`config.mk`:
```
export PLATFORM = sky130hd
export DESIGN_NAME = accel_event_det
export DESIGN_NICKNAME = d
export VERILOG_FILES = /design/src/rtl/evt_pkg.sv /design/src/rtl/evt_regfile.sv /design/src/rtl/evt_axis_cmp.sv /design/src/rtl/evt_detect.sv /design/src/rtl/evt_latch.sv /design/src/rtl/accel_event_det.sv
export SDC_FILE = /design/constraint.sdc
export NUM_CORES = 1
export LEC_CHECK = 0
export BUFFER_PORTS_ARGS = -buffer_cell sky130_fd_sc_hd__buf_2
export CORE_MARGIN = 2
export CORE_UTILIZATION = 45
export DETAILED_ROUTE_END_ITERATION = 10
export PLACE_DENSITY = 0.73
export SLEW_MARGIN = 20
export SYNTH_ARGS = -nofsm -noshare
export SYNTH_HDL_FRONTEND = slang
export SYNTH_HIERARCHICAL = 1
export SYNTH_SLANG_ARGS = --single-unit
```
`constraint.sdc`:
```
create_clock -name clk -period 6.17 [get_ports clk]
set_clock_uncertainty 0.15 [all_clocks]
set_input_delay 1.234 -clock clk [delete_from_list [all_inputs] [get_ports clk]]
set_output_delay 1.234 -clock clk [all_outputs]
set_load 0.02 [all_outputs]
```
`src/rtl/evt_pkg.sv`:
```
package evt_pkg;
  localparam int AXES = 3;
  localparam int IRQS = 2;

  localparam int A_CTRL = 0;
  localparam int A_THR  = 1;
  localparam int A_LAT  = 2;
  localparam int A_WIN  = 3;
  localparam int A_CLR  = 4;
  localparam int A_STAT = 5;

  typedef enum logic [1:0] {
    CMP_POS  = 2'd0,
    CMP_NEG  = 2'd1,
    CMP_ABS  = 2'd2,
    CMP_ABS2 = 2'd3
  } cmp_mode_e;

  typedef struct packed {
    cmp_mode_e        cmp_mode;
    logic [AXES-1:0]  axis_en;
    logic             freefall;
    logic             pin_sel;
  } ctrl_t;
endpackage

```
`src/rtl/evt_regfile.sv`:
```
module evt_regfile
  import evt_pkg::*;
#(
  parameter int ADDR_W = 3,
  parameter int DATA_W = 8
) (
  input  logic              clk,
  input  logic              rst,
  input  logic              wr_en,
  input  logic [ADDR_W-1:0] wr_addr,
  input  logic [DATA_W-1:0] wr_data,
  input  logic              rd_en,
  input  logic [ADDR_W-1:0] rd_addr,
  input  logic [IRQS-1:0]   irq_stat,
  output ctrl_t             ctrl,
  output logic [DATA_W-1:0] thr,
  output logic [DATA_W-1:0] lat,
  output logic [DATA_W-1:0] win,
  output logic [IRQS-1:0]   clr,
  output logic [DATA_W-1:0] rd_data
);
  localparam int CTRL_W = $bits(ctrl_t);

  logic [DATA_W-1:0] ctrl_q, thr_q, lat_q, win_q, clr_q;

  always_ff @(posedge clk) begin
    if (rst) begin
      ctrl_q <= '0;
      thr_q  <= '0;
      lat_q  <= '0;
      win_q  <= '0;
      clr_q  <= '0;
    end else if (wr_en) begin
      case (wr_addr)
        ADDR_W'(A_CTRL): ctrl_q <= wr_data;
        ADDR_W'(A_THR):  thr_q  <= wr_data;
        ADDR_W'(A_LAT):  lat_q  <= wr_data;
        ADDR_W'(A_WIN):  win_q  <= wr_data;
        ADDR_W'(A_CLR):  clr_q  <= wr_data;
        default: ;
      endcase
    end
  end

  always_ff @(posedge clk) begin
    if (rst) begin
      rd_data <= '0;
    end else if (rd_en) begin
      case (rd_addr)
        ADDR_W'(A_CTRL): rd_data <= ctrl_q;
        ADDR_W'(A_THR):  rd_data <= thr_q;
        ADDR_W'(A_LAT):  rd_data <= lat_q;
        ADDR_W'(A_WIN):  rd_data <= win_q;
        ADDR_W'(A_CLR):  rd_data <= clr_q;
        ADDR_W'(A_STAT): rd_data <= DATA_W'(irq_stat);
        default:         rd_data <= '0;
      endcase
    end
  end

  assign ctrl = ctrl_t'(ctrl_q[CTRL_W-1:0]);
  assign thr  = thr_q;
  assign lat  = lat_q;
  assign win  = win_q;
  assign clr  = clr_q[IRQS-1:0];
endmodule

```
`src/rtl/evt_axis_cmp.sv`:
```
module evt_axis_cmp
  import evt_pkg::*;
#(
  parameter int DATA_W = 8
) (
  input  logic                     clk,
  input  logic                     rst,
  input  logic signed [DATA_W-1:0] sample,
  input  cmp_mode_e                mode,
  input  logic [DATA_W-1:0]        thr,
  output logic                     over_q,
  output logic                     under_q
);
  localparam int EXT_W = DATA_W + 1;

  logic signed [EXT_W-1:0] ext, mag, thr_ext;

  always_comb begin
    ext     = EXT_W'(sample);
    thr_ext = signed'({1'b0, thr});
    case (mode)
      CMP_POS: mag = ext;
      CMP_NEG: mag = -ext;
      default: mag = (ext < 0) ? -ext : ext;
    endcase
  end

  always_ff @(posedge clk) begin
    if (rst) begin
      over_q  <= 1'b0;
      under_q <= 1'b0;
    end else begin
      over_q  <= (mag > thr_ext);
      under_q <= (mag < thr_ext);
    end
  end
endmodule

```
`src/rtl/evt_detect.sv`:
```
module evt_detect
  import evt_pkg::*;
#(
  parameter int LAT_W = 8
) (
  input  logic             clk,
  input  logic             rst,
  input  logic             vld,
  input  logic [AXES-1:0]  over,
  input  logic [AXES-1:0]  under,
  input  logic [AXES-1:0]  axis_en,
  input  logic             freefall,
  input  logic [LAT_W-1:0] lat,
  input  logic [LAT_W-1:0] win,
  output logic             evt
);
  logic [LAT_W-1:0] run_cnt;
  logic             armed, quiet, loud;

  always_comb begin
    armed = freefall && (win == '0);
    loud  = |(over & axis_en);
    quiet = (axis_en != '0) && (&(under | ~axis_en));
    if (!vld)
      evt = 1'b0;
    else if (!freefall)
      evt = loud;
    else
      evt = armed && quiet && (run_cnt >= lat);
  end

  always_ff @(posedge clk) begin
    if (rst || !armed) begin
      run_cnt <= '0;
    end else if (vld) begin
      if (!quiet)
        run_cnt <= '0;
      else if (run_cnt != '1)
        run_cnt <= run_cnt + 1'b1;
    end
  end
endmodule

```
`src/rtl/evt_latch.sv`:
```
module evt_latch
  import evt_pkg::*;
(
  input  logic            clk,
  input  logic            rst,
  input  logic            evt,
  input  logic            pin_sel,
  input  logic [IRQS-1:0] clr,
  output logic [IRQS-1:0] irq_q
);
  for (genvar i = 0; i < IRQS; i++) begin : g_line
    always_ff @(posedge clk) begin
      if (rst || clr[i])
        irq_q[i] <= 1'b0;
      else if (evt && (pin_sel == 1'(i)))
        irq_q[i] <= 1'b1;
    end
  end
endmodule

```
`src/rtl/accel_event_det.sv`:
```
module accel_event_det
  import evt_pkg::*;
#(
  parameter int ADDR_W = 3,
  parameter int DATA_W = 8
) (
  input  logic              clk,
  input  logic              rst,
  input  logic              wr_en,
  input  logic [ADDR_W-1:0] wr_addr,
  input  logic [DATA_W-1:0] wr_data,
  input  logic              rd_en,
  input  logic [ADDR_W-1:0] rd_addr,
  output logic [DATA_W-1:0] rd_data,
  input  logic              smp_valid,
  input  logic [DATA_W-1:0] smp_x,
  input  logic [DATA_W-1:0] smp_y,
  input  logic [DATA_W-1:0] smp_z,
  output logic              irq1,
  output logic              irq2
);
  ctrl_t             ctrl;
  logic [DATA_W-1:0] thr, lat, win;
  logic [IRQS-1:0]   clr_q, irq_q;
  logic [AXES-1:0]   over, under;
  logic              vld_q, evt;
  logic [DATA_W-1:0] axis_smp [AXES];

  assign axis_smp[0] = smp_x;
  assign axis_smp[1] = smp_y;
  assign axis_smp[2] = smp_z;

  evt_regfile #(.ADDR_W(ADDR_W), .DATA_W(DATA_W)) u_regs (
    .clk(clk), .rst(rst),
    .wr_en(wr_en), .wr_addr(wr_addr), .wr_data(wr_data),
    .rd_en(rd_en), .rd_addr(rd_addr), .irq_stat(irq_q),
    .ctrl(ctrl), .thr(thr), .lat(lat), .win(win), .clr(clr_q),
    .rd_data(rd_data)
  );

  for (genvar a = 0; a < AXES; a++) begin : g_axis
    evt_axis_cmp #(.DATA_W(DATA_W)) u_cmp (
      .clk(clk), .rst(rst),
      .sample(signed'(axis_smp[a])),
      .mode(ctrl.cmp_mode), .thr(thr),
      .over_q(over[a]), .under_q(under[a])
    );
  end

  always_ff @(posedge clk) begin
    if (rst) vld_q <= 1'b0;
    else     vld_q <= smp_valid;
  end

  evt_detect #(.LAT_W(DATA_W)) u_det (
    .clk(clk), .rst(rst), .vld(vld_q),
    .over(over), .under(under), .axis_en(ctrl.axis_en),
    .freefall(ctrl.freefall), .lat(lat), .win(win),
    .evt(evt)
  );

  evt_latch u_latch (
    .clk(clk), .rst(rst), .evt(evt),
    .pin_sel(ctrl.pin_sel), .clr(clr_q), .irq_q(irq_q)
  );

  assign irq1 = irq_q[0];
  assign irq2 = irq_q[1];
endmodule

```
**Word level (Yosys, flattened, before mapping)**

Index checks and enable logic that the tools add are counted.

- Register bits after elaboration: 65
- Latch bits: 0
- RAM bits: 0
- Memory bits (read-only): 0
- Output and inout port bits: 10
- Memories: 0

- $add $sub $neg: 4
- Multipliers: 0
- Div/mod/pow operators: 0
- Order comparisons: 10
- Equal/unequal tests: 12
- Shift operators: 0
- Muxes and demuxes: 11
- Bitwise logic cells: 4
- Reduce and logical (&&, ||, !) cells: 23

Operators by type and width:

| cell | number |
|---|---|
| $pmux 9 s2 | 3 |
| $pmux 8 s6 | 1 |
| $gt 9x9->1 | 3 |
| $lt 9x9->1 | 3 |
| $mux 9 | 3 |
| $neg 8->9 | 3 |
| $lt 8x1->1 const B | 3 |
| $mux 8 | 2 |
| $eq 3x2->1 const B | 4 |
| $reduce_and 2->1 | 6 |
| $eq 3x3->1 const B | 3 |
| $add 8x1->8 const B | 1 |
| $ge 8x8->1 | 1 |
| $logic_not 8->1 | 1 |
| $ne 8x8->1 const B | 1 |
| $eq 3x1->1 const B | 2 |
| $logic_and 1x1->1 | 6 |
| $logic_not 3->1 | 2 |
| $and 3x3->3 | 1 |
| $logic_or 1x1->1 | 3 |
| $not 3->3 | 1 |
| $or 3x3->3 | 1 |
| $reduce_and 3->1 | 1 |
| $reduce_bool 3->1 | 1 |
| 7 further kinds | 8 |

**Longest topological paths before layout**

- Depth in word-level cells: 9
- Gate-level depth with buffers: 11

**Modules after synthesis**

The synthesis kept the hierarchy.

By module, submodules not included:

| module | times used | cells each | area an instance (µm²) |
|---|---|---|---|
| evt_regfile | 1 | 228 | 2155.8 |
| evt_axis_cmp (g_axis[0].u_cmp ...) | 2 | 62 | 483.0 |
| evt_detect | 1 | 87 | 728.2 |
| evt_axis_cmp (g_axis[1].u_cmp) | 1 | 62 | 474.2 |
| evt_latch | 1 | 7 | 67.6 |
| accel_event_det | 1 | 2 | 33.8 |

**Worst setup path after synthesis**

Ideal clock, no wire load.

- Kind: input -> register
- From: input port smp_y[2]
- To: register g_axis[1].u_cmp.over_q
- Data arrival time: 3.091 ns
- Data required time: 5.904 ns
- Setup slack: 2.814 ns
- Stages on the path: 11
- Path buffers: 0
- Path through: nor3_2 -> nand2_1 -> nor4_1 -> ha_1 -> nand2_1 -> o21ai_0 -> o21ai_0 -> ha_1 -> and3_1 -> a221o_1 -> and3_1

- Longest elaborated chain between the ends: 4

RTL lines:

| element | RTL line | text |
|---|---|---|
| start, declared | accel_event_det.sv:17 | `input logic [DATA_W-1:0] smp_y,` |
| $neg 8->9 / $lt 8x1->1 (equally long branches) | evt_axis_cmp.sv:23, evt_axis_cmp.sv:24 |  |
| $mux 9 | evt_axis_cmp.sv:24 | `default: mag = (ext < 0) ? -ext : ext;` |
| $pmux 9 s2 * | evt_axis_cmp.sv:21 | `case (mode)` |
| $gt 9x9->1 * | evt_axis_cmp.sv:33 | `over_q <= (mag > thr_ext);` |
| end signal, assigned | evt_axis_cmp.sv:33 |  |
| end, declared | evt_axis_cmp.sv:11 | `output logic over_q,` |

Every way passes the cells marked *; elsewhere a longest branch is shown, timed or not.
A chain may end at the register's enable or synchronous reset.

**Final worst setup path**

Ends and elaborated chain as after synthesis.

==> results.cfg <==
[timing]
clock.fmax_mhz = 297
min_period_over_period_pct = 54.5
worstMarginPinSlew_ns = 0.999
setup_slack_ns = 2.81
drv_slew = 0
min_period_ns = 3.36
tns_ns = 0
whs_ns = 0.307
max_slew_margin_pct = 33.4
hold_viol_final = 0
rsz0062_at_grt = no
setup_viol = 0

[place]
dpl_worst_slack_ns = 2.45
place.gp.congestion = 0.864
dp.cells = 671
portBuffers = 52
dp_hpwl_microns = 7770
place_area_sq_mm = 0.00471

[drt]
top_layer = met4
wl_met3_microns = 478
routed_wl_microns = 10500
wl_met1_microns = 4590
route.vias.total = 3803
wl_per_cell_microns = 15.3
drtAntennaViolNets = 0
met2_length_microns = 5220
first_pass_iters = 5
first_iter_violations = 245
drcViolationCount = 0
viasPerCell = 5.54

[yosys]
syn_inst = 510
synth-edff-count = 0
avgSynthCellArea_sq_um = 8.68
synth_top_area_share_pct = 29.4
synth_nets = 595
yosysTopAreaCell = dfxtp_1
synth_cell_types = 61
yosys_register_bits = 65
mappedNetlistArea_sq_mm = 0.00443
async_flop_share_pct = 0
synthTopCellsByArea = dfxtp_1 (29%), ha_1 (12%), mux2i_1 (5.4%), a21oi_1 (5.0%), nand2_1 (4.6%)
yosys_most_used_dff = dfxtp_1
ys_warn_count = 6
synth-seq-area-share_pct = 29.4

[cells_and_area]
antennaDiodeCount = 0
fillers = 936
fin_area_sq_mm = 0.00497
fin_nets = 634
layoutNonFillerInstCount = 687
syn_to_final_growth_pct = 12.2
seq_area_sq_mm = 0.00130
multi_input_area_sq_mm = 0.00281
drive_gt1_share_pct = 20.8

[power_and_ir_drop]
power.switching_mw = 0.259
switching_share_pct = 24.4
seqPwrFrac_pct = 41.7
p_leak_nw = 1.95
irDropWorstVdd_mv = 0.0978
power.density_mw_per_mm2 = 214
power_frac_clock_pct = 44.2
internal_power_mw = 0.802
comb_power_share_pct = 14.1

[grt]
grt_pass1_vias = 3719
grt_start_max_net_pins = 54
antenna_found_initial = 0
gr-total-overflow = 0
track_usage_pct = 20.9
grt_pass1_wl_microns = 17400

[clock_tree]
insertion_delay_ns = 0.34
htreeDepth = 3
ctsLongestPathBuffers = 2
root_buffer = clkbuf_8
numCtsBuffers = 9
hold_buffers = 0
post_cts_buffers = 0
clkSlewWorstSetupHoldPaths_ns = 0.07
clock_sinks = 65
cts_tree = built
cts_resized = 0

[setup_path]
cp_max_fo = 4
worstPathRequired_ns = 6.25
path_class = in -> reg
worst_setup_path_end_kind = flop
cp.arrival_ns = 3.45
start_kind = input pin

[run_status]
status = finished clean

[floorplanning]
rows = 36
core_sq_mm = 0.00964
start_util_pct = 45.9
dieArea_sq_mm = 0.0106
die_y_microns = 103
die_w_microns = 103
ios = 53

[min_path]
hold_path.class = reg -> reg

[flow_run]
maxCapViolCount = 0
## power by group through the flow
stage / clock network, mW / logic (mW) / registers, mW
detailed placement: 0 / 0.149 / 0.452
finish: 0.469 / 0.150 / 0.442
global placement: 0 / 0.141 / 0.451
CTS: 0.476 / 0.150 / 0.442
floorplan: 0 / 0.0996 / 0.450
global route: 0.492 / 0.168 / 0.444
## state kept, by name, indices dropped and copies added (netlist names), 3 cells and up
signal / flops
u_regs/thr: 8
u_regs/lat: 8
u_regs/clr_q: 8
u_det/run_cnt: 8
u_regs/win: 8
g_axis.u_cmp/over_q: 3
g_axis.u_cmp/under_q: 3
u_regs/ctrl_q: 8
u_regs/rd_data: 8
## cell usage after synthesis (3+ instances only)
| cell type | n |
|---|---|
| dfxtp_1 | 65 |
| nand2_1 | 54 |
| nor2_1 | 50 |
| a21oi_1 | 44 |
| inv_1 | 44 |
| ha_1 | 42 |
| mux2i_1 | 24 |
| mux2_2 | 15 |
| o21ai_0 | 14 |
| buf_4 | 12 |
| xor2_1 | 12 |
| a31oi_1 | 11 |
| nand2b_1 | 9 |
| nor3_2 | 8 |
| clkbuf_1 | 7 |
| nand3_1 | 7 |
| nor3_1 | 7 |
| a32oi_1 | 6 |
| xnor2_1 | 6 |
| nor2b_1 | 5 |
| nand4_1 | 4 |
| a31oi_2 | 3 |
| and3_1 | 3 |
| and4_1 | 3 |
| mux2i_2 | 3 |
| nor4_1 | 3 |
## cells by family (layout without fill, tap and decap cells)
| group | after synthesis | after routing | share of synthesized area, % |
|---|---|---|---|
| AO/OA/AOI/OAI | 99 | 99 | 14.8 |
| XOR/XNOR | 18 | 18 | 3.56 |
| adder cells (fa/ha/maj) | 42 | 42 | 11.9 |
| buffers and inverters | 69 | 113 | 7.29 |
| flip-flops | 65 | 65 | 29.4 |
| multiplexers | 46 | 46 | 11.7 |
| AND/OR/NAND/NOR | 171 | 171 | 21.4 |
## final cells by class
cell class / instances / area share, %
Clock buffer: 10 / 2.57
Clock inverter: 6 / 2.62
Inverter: 44 / 3.33
Multi-Input combinational cell: 376 / 56.5
Sequential cell: 65 / 26.2
Tap cell: 133 / 3.35
Timing Repair Buffer: 53 / 5.39
## cells in the final DEF (no fill, tap or decap), drive strengths merged, types with 4 or more instances in the layout
master,n
nor3,15
inv,44
xor2,12
dfxtp,65
buf,53
bufinv,4
nand3,7
nor4b,4
nand2b,9
nor2,51
a31oi,14
nor2b,7
mux2i,27
xnor2,6
nand4,4
a21oi,45
mux2,17
ha,42
clkbuf,10
o21ai,17
nand2,54
a32oi,6
and4bb,4
## path summary, 6_finish.rpt
kind,start,endpoint,slack (ns),cells past startpoint
worst max-delay path,smp_y[2],g_axis[1].u_cmp/over_q,2.81,12
worst min-delay path,u_regs/clr_q[1],u_latch/irq_q[1],0.31,1
worst max register to register,u_regs/ctrl_q[6],g_axis[1].u_cmp/over_q,3.30,7
worst min register to register,u_regs/clr_q[1],u_latch/irq_q[1],0.31,1
## critical path, cell delays in order
cell and delay, ns:
buf_2 0.13, nor3_2 0.24, nand2_1 0.10, nor4_1 0.19, ha_1 0.28, nand2_1 0.06
o21ai_0 0.08, o21ai_0 0.19, ha_1 0.28, and3_1 0.21, a221o_1 0.30, and3_1 0.16
## metrics by stage
stage               utilization [%]  power (mW)
finish                         51.5        1.06
global route                   51.5        1.10
CTS                            51.5        1.07
detailed placement             48.8       0.601
global placement               48.8       0.592
floorplan                         -       0.550
## layer usage
metal	vias up	track usage [%]
li1	1876	-
met1	1805	26.3
met2	100	35.6
met3	22	3.29
met4	0	8.50
met5	-	0
No activity file was read; power rests on OpenSTA's default activity.
